[config.mk]
export PLATFORM = sky130hd
export DESIGN_NAME = sfl_status_ctrl
export DESIGN_NICKNAME = d
export VERILOG_FILES = /design/src/rtl/sfl_status_pkg.sv /design/src/rtl/sfl_region_guard.sv /design/src/rtl/sfl_cmd_policy.sv /design/src/rtl/sfl_op_fsm.sv /design/src/rtl/sfl_status_ctrl.sv
export SDC_FILE = /design/constraint.sdc
export NUM_CORES = 1
export LEC_CHECK = 0
export BUFFER_PORTS_ARGS = -buffer_cell sky130_fd_sc_hd__buf_2
export CAP_MARGIN = 20
export CORE_MARGIN = 2
export CORE_UTILIZATION = 35
export DETAILED_ROUTE_END_ITERATION = 6
export PLACE_DENSITY_LB_ADDON = 0.08
export RECOVER_POWER = 50
export SLEW_MARGIN = 20
export SYNTH_ARGS = -nofsm -noshare
export SYNTH_HDL_FRONTEND = slang
export SYNTH_HIERARCHICAL = 1
export SYNTH_SLANG_ARGS = --single-unit
[constraint.sdc]
create_clock -name clk -period 1.8 [get_ports clk]
set_input_delay 0.18 -clock clk [delete_from_list [all_inputs] [get_ports clk]]
set_output_delay 0.18 -clock clk [all_outputs]
set_load 0.02 [all_outputs]
[src/rtl/sfl_status_pkg.sv]
package sfl_status_pkg;

    localparam int unsigned CMD_W  = 3;
    localparam int unsigned CODE_W = 3;
    localparam int unsigned STAT_W = 8;

    // command codes: the ordering is part of the external interface
    typedef enum logic [CMD_W-1:0] {
        CMD_READ_STAT  = 3'd0,
        CMD_WR_ON      = 3'd1,
        CMD_WR_OFF     = 3'd2,
        CMD_STAT_WRITE = 3'd3,
        CMD_PROGRAM    = 3'd4,
        CMD_SECT_ERASE = 3'd5,
        CMD_BLK_ERASE  = 3'd6,
        CMD_FULL_ERASE = 3'd7
    } sfl_cmd_e;

    typedef enum logic [1:0] {
        ST_IDLE       = 2'd0,
        ST_STAT_BUSY  = 2'd1,
        ST_ARRAY_BUSY = 2'd2
    } sfl_state_e;

    // status byte bit positions
    localparam int unsigned POS_BUSY  = 0;
    localparam int unsigned POS_LATCH = 1;
    localparam int unsigned POS_CODE  = 2;
    localparam int unsigned POS_LOCK  = 7;

    function automatic logic is_write_class(input sfl_cmd_e op);
        return (op == CMD_STAT_WRITE) || (op == CMD_PROGRAM) ||
               (op == CMD_SECT_ERASE) || (op == CMD_BLK_ERASE) ||
               (op == CMD_FULL_ERASE);
    endfunction

endpackage

[src/rtl/sfl_region_guard.sv]
module sfl_region_guard
    import sfl_status_pkg::*;
#(
    parameter int unsigned ADDR_W   = 16,
    parameter int unsigned TBL_W    = 4,
    // entry c-1 holds k for code c (1..6): top k address bits all ones
    parameter logic [6*TBL_W-1:0] REGION_TBL = {4'd1, 4'd2, 4'd3, 4'd4, 4'd5, 4'd6}
) (
    input  logic [ADDR_W-1:0] addr_i,
    input  logic [CODE_W-1:0] code_i,
    output logic              locked_o
);

    localparam int unsigned N_CODES = 1 << CODE_W;

    logic [N_CODES-1:0] hit;
    logic               unused_addr;

    assign unused_addr = ^addr_i;

    for (genvar c = 0; c < N_CODES; c++) begin : g_code
        if (c == 0) begin : g_none
            assign hit[c] = 1'b0;
        end else if (c == N_CODES - 1) begin : g_all
            assign hit[c] = 1'b1;
        end else begin : g_part
            localparam int unsigned K = int'(REGION_TBL[(c-1)*TBL_W +: TBL_W]);
            assign hit[c] = &addr_i[ADDR_W-1 -: K];
        end
    end

    assign locked_o = hit[code_i];

endmodule

[src/rtl/sfl_cmd_policy.sv]
module sfl_cmd_policy
    import sfl_status_pkg::*;
(
    input  sfl_cmd_e          op_i,
    input  logic              idle_i,
    input  logic              latch_i,
    input  logic              lock_i,
    input  logic [CODE_W-1:0] code_i,
    input  logic              wp_i,
    input  logic              otp_mode_i,
    input  logic              addr_locked_i,
    output logic              permit_o,
    output logic              launch_o
);

    logic hw_frozen;
    logic otp_locked;
    logic may_write;

    assign hw_frozen  = lock_i & wp_i;
    assign otp_locked = lock_i & otp_mode_i;
    assign may_write  = idle_i & latch_i & ~otp_locked;

    always_comb begin
        permit_o = 1'b0;
        unique case (op_i)
            CMD_READ_STAT:  permit_o = 1'b1;
            CMD_WR_ON,
            CMD_WR_OFF:     permit_o = idle_i;
            CMD_STAT_WRITE: permit_o = may_write & ~hw_frozen;
            CMD_PROGRAM,
            CMD_SECT_ERASE,
            CMD_BLK_ERASE:  permit_o = may_write & ~addr_locked_i;
            CMD_FULL_ERASE: permit_o = may_write & (code_i == '0);
            default:        permit_o = 1'b0;
        endcase
    end

    assign launch_o = permit_o & is_write_class(op_i);

endmodule

[src/rtl/sfl_op_fsm.sv]
module sfl_op_fsm
    import sfl_status_pkg::*;
#(
    parameter logic              LOCK_INIT = 1'b0,
    parameter logic [CODE_W-1:0] CODE_INIT = '0
) (
    input  logic              clk,
    input  logic              rst_n,
    input  logic              cmd_valid_i,
    input  sfl_cmd_e          cmd_op_i,
    input  logic [STAT_W-1:0] cmd_data_i,
    input  logic              permit_i,
    input  logic              launch_i,
    input  logic              op_done_i,
    output logic              idle_o,
    output logic              busy_o,
    output logic              latch_o,
    output logic              lock_o,
    output logic [CODE_W-1:0] code_o,
    output logic              accept_o,
    output logic              reject_o,
    output logic              start_o,
    output sfl_cmd_e          kind_o
);

    sfl_state_e        state_q, state_d;
    logic              pend_lock_q;
    logic [CODE_W-1:0] pend_code_q;
    logic              take;
    logic              go;
    logic              finish;
    logic              unused_data;

    assign take        = cmd_valid_i & permit_i;
    assign go          = cmd_valid_i & launch_i;
    assign finish      = (state_q != ST_IDLE) & op_done_i;
    assign unused_data = ^{cmd_data_i[6:5], cmd_data_i[1:0]};

    // next state
    always_comb begin
        state_d = state_q;
        unique case (state_q)
            ST_IDLE: begin
                if (go) begin
                    // IDLE_TO_STAT / IDLE_TO_ARRAY
                    state_d = (cmd_op_i == CMD_STAT_WRITE) ? ST_STAT_BUSY : ST_ARRAY_BUSY;
                end
            end
            ST_STAT_BUSY,
            ST_ARRAY_BUSY: begin
                if (op_done_i) state_d = ST_IDLE; // DONE_TO_IDLE
            end
            default: state_d = ST_IDLE;
        endcase
    end

    // state register
    always_ff @(posedge clk) begin
        if (!rst_n) state_q <= ST_IDLE;
        else        state_q <= state_d;
    end

    // outputs and status fields
    always_ff @(posedge clk) begin
        if (!rst_n) begin
            accept_o    <= 1'b0;
            reject_o    <= 1'b0;
            start_o     <= 1'b0;
            kind_o      <= CMD_READ_STAT;
            latch_o     <= 1'b0;
            lock_o      <= LOCK_INIT;
            code_o      <= CODE_INIT;
            pend_lock_q <= 1'b0;
            pend_code_q <= '0;
        end else begin
            accept_o <= take;
            reject_o <= cmd_valid_i & ~permit_i;
            start_o  <= go;
            if (go) kind_o <= cmd_op_i;

            if (take && cmd_op_i == CMD_WR_ON)  latch_o <= 1'b1;
            if (take && cmd_op_i == CMD_WR_OFF) latch_o <= 1'b0;
            if (finish)                         latch_o <= 1'b0;

            if (take && cmd_op_i == CMD_STAT_WRITE) begin
                pend_lock_q <= cmd_data_i[POS_LOCK];
                pend_code_q <= cmd_data_i[POS_CODE +: CODE_W];
            end
            if (state_q == ST_STAT_BUSY && op_done_i) begin
                lock_o <= pend_lock_q;
                code_o <= pend_code_q;
            end
        end
    end

    assign idle_o = (state_q == ST_IDLE);
    assign busy_o = ~idle_o;

    AST_START_NEEDS_LATCH: assert property (@(posedge clk) disable iff (!rst_n)
        start_o |-> $past(latch_o));

    AST_ONE_ANSWER: assert property (@(posedge clk) disable iff (!rst_n)
        cmd_valid_i |=> (accept_o ^ reject_o));

    AST_BUSY_REFUSES: assert property (@(posedge clk) disable iff (!rst_n)
        (busy_o && cmd_valid_i && cmd_op_i != CMD_READ_STAT) |=> reject_o);

    AST_READ_ALWAYS_OK: assert property (@(posedge clk) disable iff (!rst_n)
        (cmd_valid_i && cmd_op_i == CMD_READ_STAT) |=> accept_o);

    AST_CODE_HELD: assert property (@(posedge clk) disable iff (!rst_n)
        !(state_q == ST_STAT_BUSY && op_done_i) |=> $stable(code_o));

    AST_FULL_ERASE_CLEAR: assert property (@(posedge clk) disable iff (!rst_n)
        (start_o && kind_o == CMD_FULL_ERASE) |-> ($past(code_o) == '0));

    AST_LATCH_DROPS: assert property (@(posedge clk) disable iff (!rst_n)
        finish |=> (!latch_o && idle_o));

endmodule

[src/rtl/sfl_status_ctrl.sv]
module sfl_status_ctrl
    import sfl_status_pkg::*;
#(
    parameter int unsigned       ADDR_W     = 16,
    parameter int unsigned       TBL_W      = 4,
    parameter logic [6*TBL_W-1:0] REGION_TBL = {4'd1, 4'd2, 4'd3, 4'd4, 4'd5, 4'd6},
    parameter logic              LOCK_INIT  = 1'b0,
    parameter logic [2:0]        CODE_INIT  = 3'b000
) (
    input  logic              clk,
    input  logic              rst_n,
    input  logic              cmd_valid_i,
    input  logic [2:0]        cmd_op_i,
    input  logic [ADDR_W-1:0] cmd_addr_i,
    input  logic [7:0]        cmd_data_i,
    input  logic              wp_i,
    input  logic              otp_mode_i,
    input  logic              op_done_i,
    output logic [7:0]        status_o,
    output logic              cmd_accept_o,
    output logic              cmd_reject_o,
    output logic              op_start_o,
    output logic [2:0]        op_kind_o
);

    sfl_cmd_e          op;
    sfl_cmd_e          kind;
    logic              addr_locked;
    logic              permit;
    logic              launch;
    logic              idle;
    logic              busy;
    logic              latch;
    logic              lock;
    logic [CODE_W-1:0] code;

    assign op = sfl_cmd_e'(cmd_op_i);

    sfl_region_guard #(
        .ADDR_W     (ADDR_W),
        .TBL_W      (TBL_W),
        .REGION_TBL (REGION_TBL)
    ) u_guard (
        .addr_i   (cmd_addr_i),
        .code_i   (code),
        .locked_o (addr_locked)
    );

    sfl_cmd_policy u_policy (
        .op_i          (op),
        .idle_i        (idle),
        .latch_i       (latch),
        .lock_i        (lock),
        .code_i        (code),
        .wp_i          (wp_i),
        .otp_mode_i    (otp_mode_i),
        .addr_locked_i (addr_locked),
        .permit_o      (permit),
        .launch_o      (launch)
    );

    sfl_op_fsm #(
        .LOCK_INIT (LOCK_INIT),
        .CODE_INIT (CODE_INIT)
    ) u_fsm (
        .clk         (clk),
        .rst_n       (rst_n),
        .cmd_valid_i (cmd_valid_i),
        .cmd_op_i    (op),
        .cmd_data_i  (cmd_data_i),
        .permit_i    (permit),
        .launch_i    (launch),
        .op_done_i   (op_done_i),
        .idle_o      (idle),
        .busy_o      (busy),
        .latch_o     (latch),
        .lock_o      (lock),
        .code_o      (code),
        .accept_o    (cmd_accept_o),
        .reject_o    (cmd_reject_o),
        .start_o     (op_start_o),
        .kind_o      (kind)
    );

    assign op_kind_o = kind;

    always_comb begin
        status_o                          = '0;
        status_o[POS_LOCK]                = lock;
        status_o[POS_CODE +: CODE_W]      = code;
        status_o[POS_LATCH]               = latch;
        status_o[POS_BUSY]                = busy;
    end

    AST_START_WITH_ACCEPT: assert property (@(posedge clk) disable iff (!rst_n)
        op_start_o |-> cmd_accept_o);

    AST_RESERVED_ZERO: assert property (@(posedge clk) disable iff (!rst_n)
        status_o[6:5] == 2'b00);

endmodule

==> results.cfg <==
[outcome]
status = complete, but fails checks
violations = setup timing

[floorplan]
die_w_um = 54.28
rows = 18
ios = 47
die-area_um2 = 2946
fp.dieH_um = 54.28
core-area_um2 = 2432
initial_core_util = 0.3637

[yosys]
syn_area_per_cell_um2 = 8.588
synth_top_family_by_area = simple AND/OR/NAND/NOR gates
yosysWarningCount = 6
synth_compound_gate_area_share = 0.1641
yosysUniqueCellTypes = 34
synth_most_common_cell = nand2_1
yosys.area_share.simple = 0.2518
synth_mux_area_frac = 0.06789
ys_top_cells_by_area = dfxtp_1, nand2_1, mux2i_1
yosys.area_share.adder = 0.05375
synth_ff_type = dfxtp_1
yosysTopAreaCell = dfxtp_1
synth_top_area_share = 0.3847
ys_ff_latch = 17
synth_xor_area_frac = 0
async_reset_ff_frac = 0
synth_common_cells = nand2_1, dfxtp_1, nand3_1
synthCells = 103
synth_edf_count = 0
netlist_area_um2 = 884.6
synth_seq_area_share = 0.3847

[clock_tree]
h-tree-depth = 1
holdBufCountCts = 0
cts_tree = built
clockBufferDepth = 2
insertion_delay_ps = 300
cts_sinks = 17
cts_made_buffers = 3
clk_pin_slew_ps = 110
cts-root-buf = clkbuf_4

[timing]
hold_viol = 0
rsz0062_at_grt = true
min_period_ps = 1992
post-route-period-util = 1.106
drv_slew = 0
finClkSkew_ps = 13.90
worst_slack_ps = -191.7
tns_ps = -1329
finalSetupViolations = 10
hold_ws_ps = 105.2
max_freq_mhz = 502.1

[critical_path]
critPathKind = flip-flop to flip-flop
worst_setup_path_end_kind = flip-flop
startpoint_type = flip-flop
r2r_end = u_fsm/latch_o
r2r_cells = 9
regToRegStartpoint = u_fsm/code_o[0]
ff2ff_setup_slack_ps = -190
cp_data_required_time_ps = 2000
crit_fanout = 3
worst_ep_arrival_time_ps = 2190

[route]
routed_via_density = 4.857
drc = 0
dr.pass1.iters = 4
drt-wirelength-per-cell_um = 12.05
drtIter0Drc = 15
via_count = 850
ant_nets = 0
wirelength_mm = 2.108

[layout]
layout.nets = 182
synthToLayoutAreaGrowth_pct = 36.92
layout.cells.non_filler = 175
fillers = 248
final_layout_size_suffix_gt1_frac = 0.3793
diodes = 0

[worst_hold_path]
hold_path_startpoint = cmd_data_i[2]
min_path_cells = 3
hp-class = primary input to flip-flop
whs_endpoint = u_fsm/pend_code_q[0]

[grt]
grt_pass1_vias = 763
gr-total-overflow = 0
antenna_found_initial = 0
grt_max_degree = 16
grt_pass1_wl_mm = 3.422
grt_usage = 0.1657

[pwr]
power_leakage_uw = 0.0005206
power_density_nw_per_um2 = 738.4
ir_drop_mv = 0.4920

[place]
pre_cts_ws_ps = -206.5
routabilityCongestion = 0.7969
io_buffers = 30
hpwl_mm = 1.615
dp.cells = 170

[flow_run]
drv_cap = 0
==> where the power goes <==
group / total, µW / internal, µW / leakage [µW] / switching [µW]
registers: 398 / 391 / 0.000138 / 7.28
logic: 283 / 133 / 0.000365 / 150
clock network: 213 / 82.9 / 0.0000177 / 131
==> repair_timing <==
action                     4_1_cts  5_1_grt
setup endpoints to repair       10       13
pin swaps                        8        0
buffers inserted                 2        0
resized for setup               10        3
==> cells in the final DEF, fill, tap and decap left out, types with 2 or more instances in the layout <==
| cell | instances |
|---|---|
| clkbuf_1 | 7 |
| conb_1 | 2 |
| clkbuf_4 | 3 |
| nor2b_1 | 3 |
| nor2_1 | 2 |
| nand2_2 | 2 |
| dfxtp_1 | 16 |
| a21oi_1 | 4 |
| mux2i_1 | 6 |
| buf_2 | 23 |
| buf_4 | 12 |
| nand3b_1 | 2 |
| a21oi_2 | 3 |
| inv_1 | 5 |
| ha_1 | 3 |
| nand2_1 | 17 |
| nand3_1 | 8 |
| nand2_4 | 2 |
==> cell type report <==
type,count,area (µm²),area share
multi-input cells,75,536.8,0.4432
well taps,30,37.54,0.03099
inverters,6,22.52,0.01860
repair buffers,43,242.7,0.2004
clock buffers,3,22.52,0.01860
flip-flops and latches,17,344.1,0.2841
clock inverters,1,5.005,0.004132
==> worst max-delay path, cell delays in order (launching register included) <==
cell and delay [ps]:
dfxtp_4 360, o211a_1 210, a311oi_1 200, nor3_1 90
nor2b_1 120, o211ai_1 120, o32ai_2 280, nand3b_1 180
o21ai_0 250, a221oi_2 90
==> through the flow <==
step	total power, µW	cell area [µm²]	utilization
after global placement	665.4	1136	0.4671
after global routing	953.3	1211	0.4979
after floorplan	569.8	900.9	-
after detailed placement	670.2	1136	0.4671
after CTS	908.1	1219	0.5010
final	894.3	1211	0.4979
==> cells by family after synthesis <==
group,Yosys count
muxes,6
buffers and inverters,12
AOI/OAI and AO/OA,19
DFF,17
adders and majority gates,4
other,1
and+or+nand+nor,44
==> sequential cells by signal, indices dropped and copies added, names as in the netlist <==
signal	flops
u_fsm/pend_lock_q	1
u_fsm/latch_o	1
u_fsm/reject_o	1
u_fsm/code_o	3
u_fsm/state_q	2
u_fsm/start_o	1
u_fsm/lock_o	1
u_fsm/pend_code_q	3
u_fsm/accept_o	1
u_fsm/kind_o	3
==> worst max path at each step <==
| stage | start | end | slack [ps] | cells after the start |
|---|---|---|---|---|
| 2_1_floorplan | u_fsm/code_o[0] | u_fsm/latch_o | -120 | 9 |
| 3_3_place_gp | u_fsm/code_o[0] | u_fsm/latch_o | -180 | 9 |
| 3_5_place_dp | u_fsm/code_o[0] | u_fsm/pend_code_q[2] | -210 | 9 |
| 4_1_cts | u_fsm/code_o[0] | u_fsm/pend_code_q[2] | -210 | 9 |
| 5_1_grt | u_fsm/code_o[0] | u_fsm/pend_code_q[2] | -380 | 9 |
| 6_report | u_fsm/code_o[0] | u_fsm/latch_o | -190 | 9 |
==> routing by layer <==
| metal | vias to the layer above | GRT usage | part of all wire |
|---|---|---|---|
| met1 | 384 | 0.2078 | 0.45 |
| met4 | 0 | 0.05000 | 0.0090 |
| met2 | 26 | 0.2651 | 0.47 |
| met3 | 4 | 0.06011 | 0.069 |
| li1 | 436 | - | - |
| met5 | - | 0 | 0 |
(Power assumes the default switching activity.)
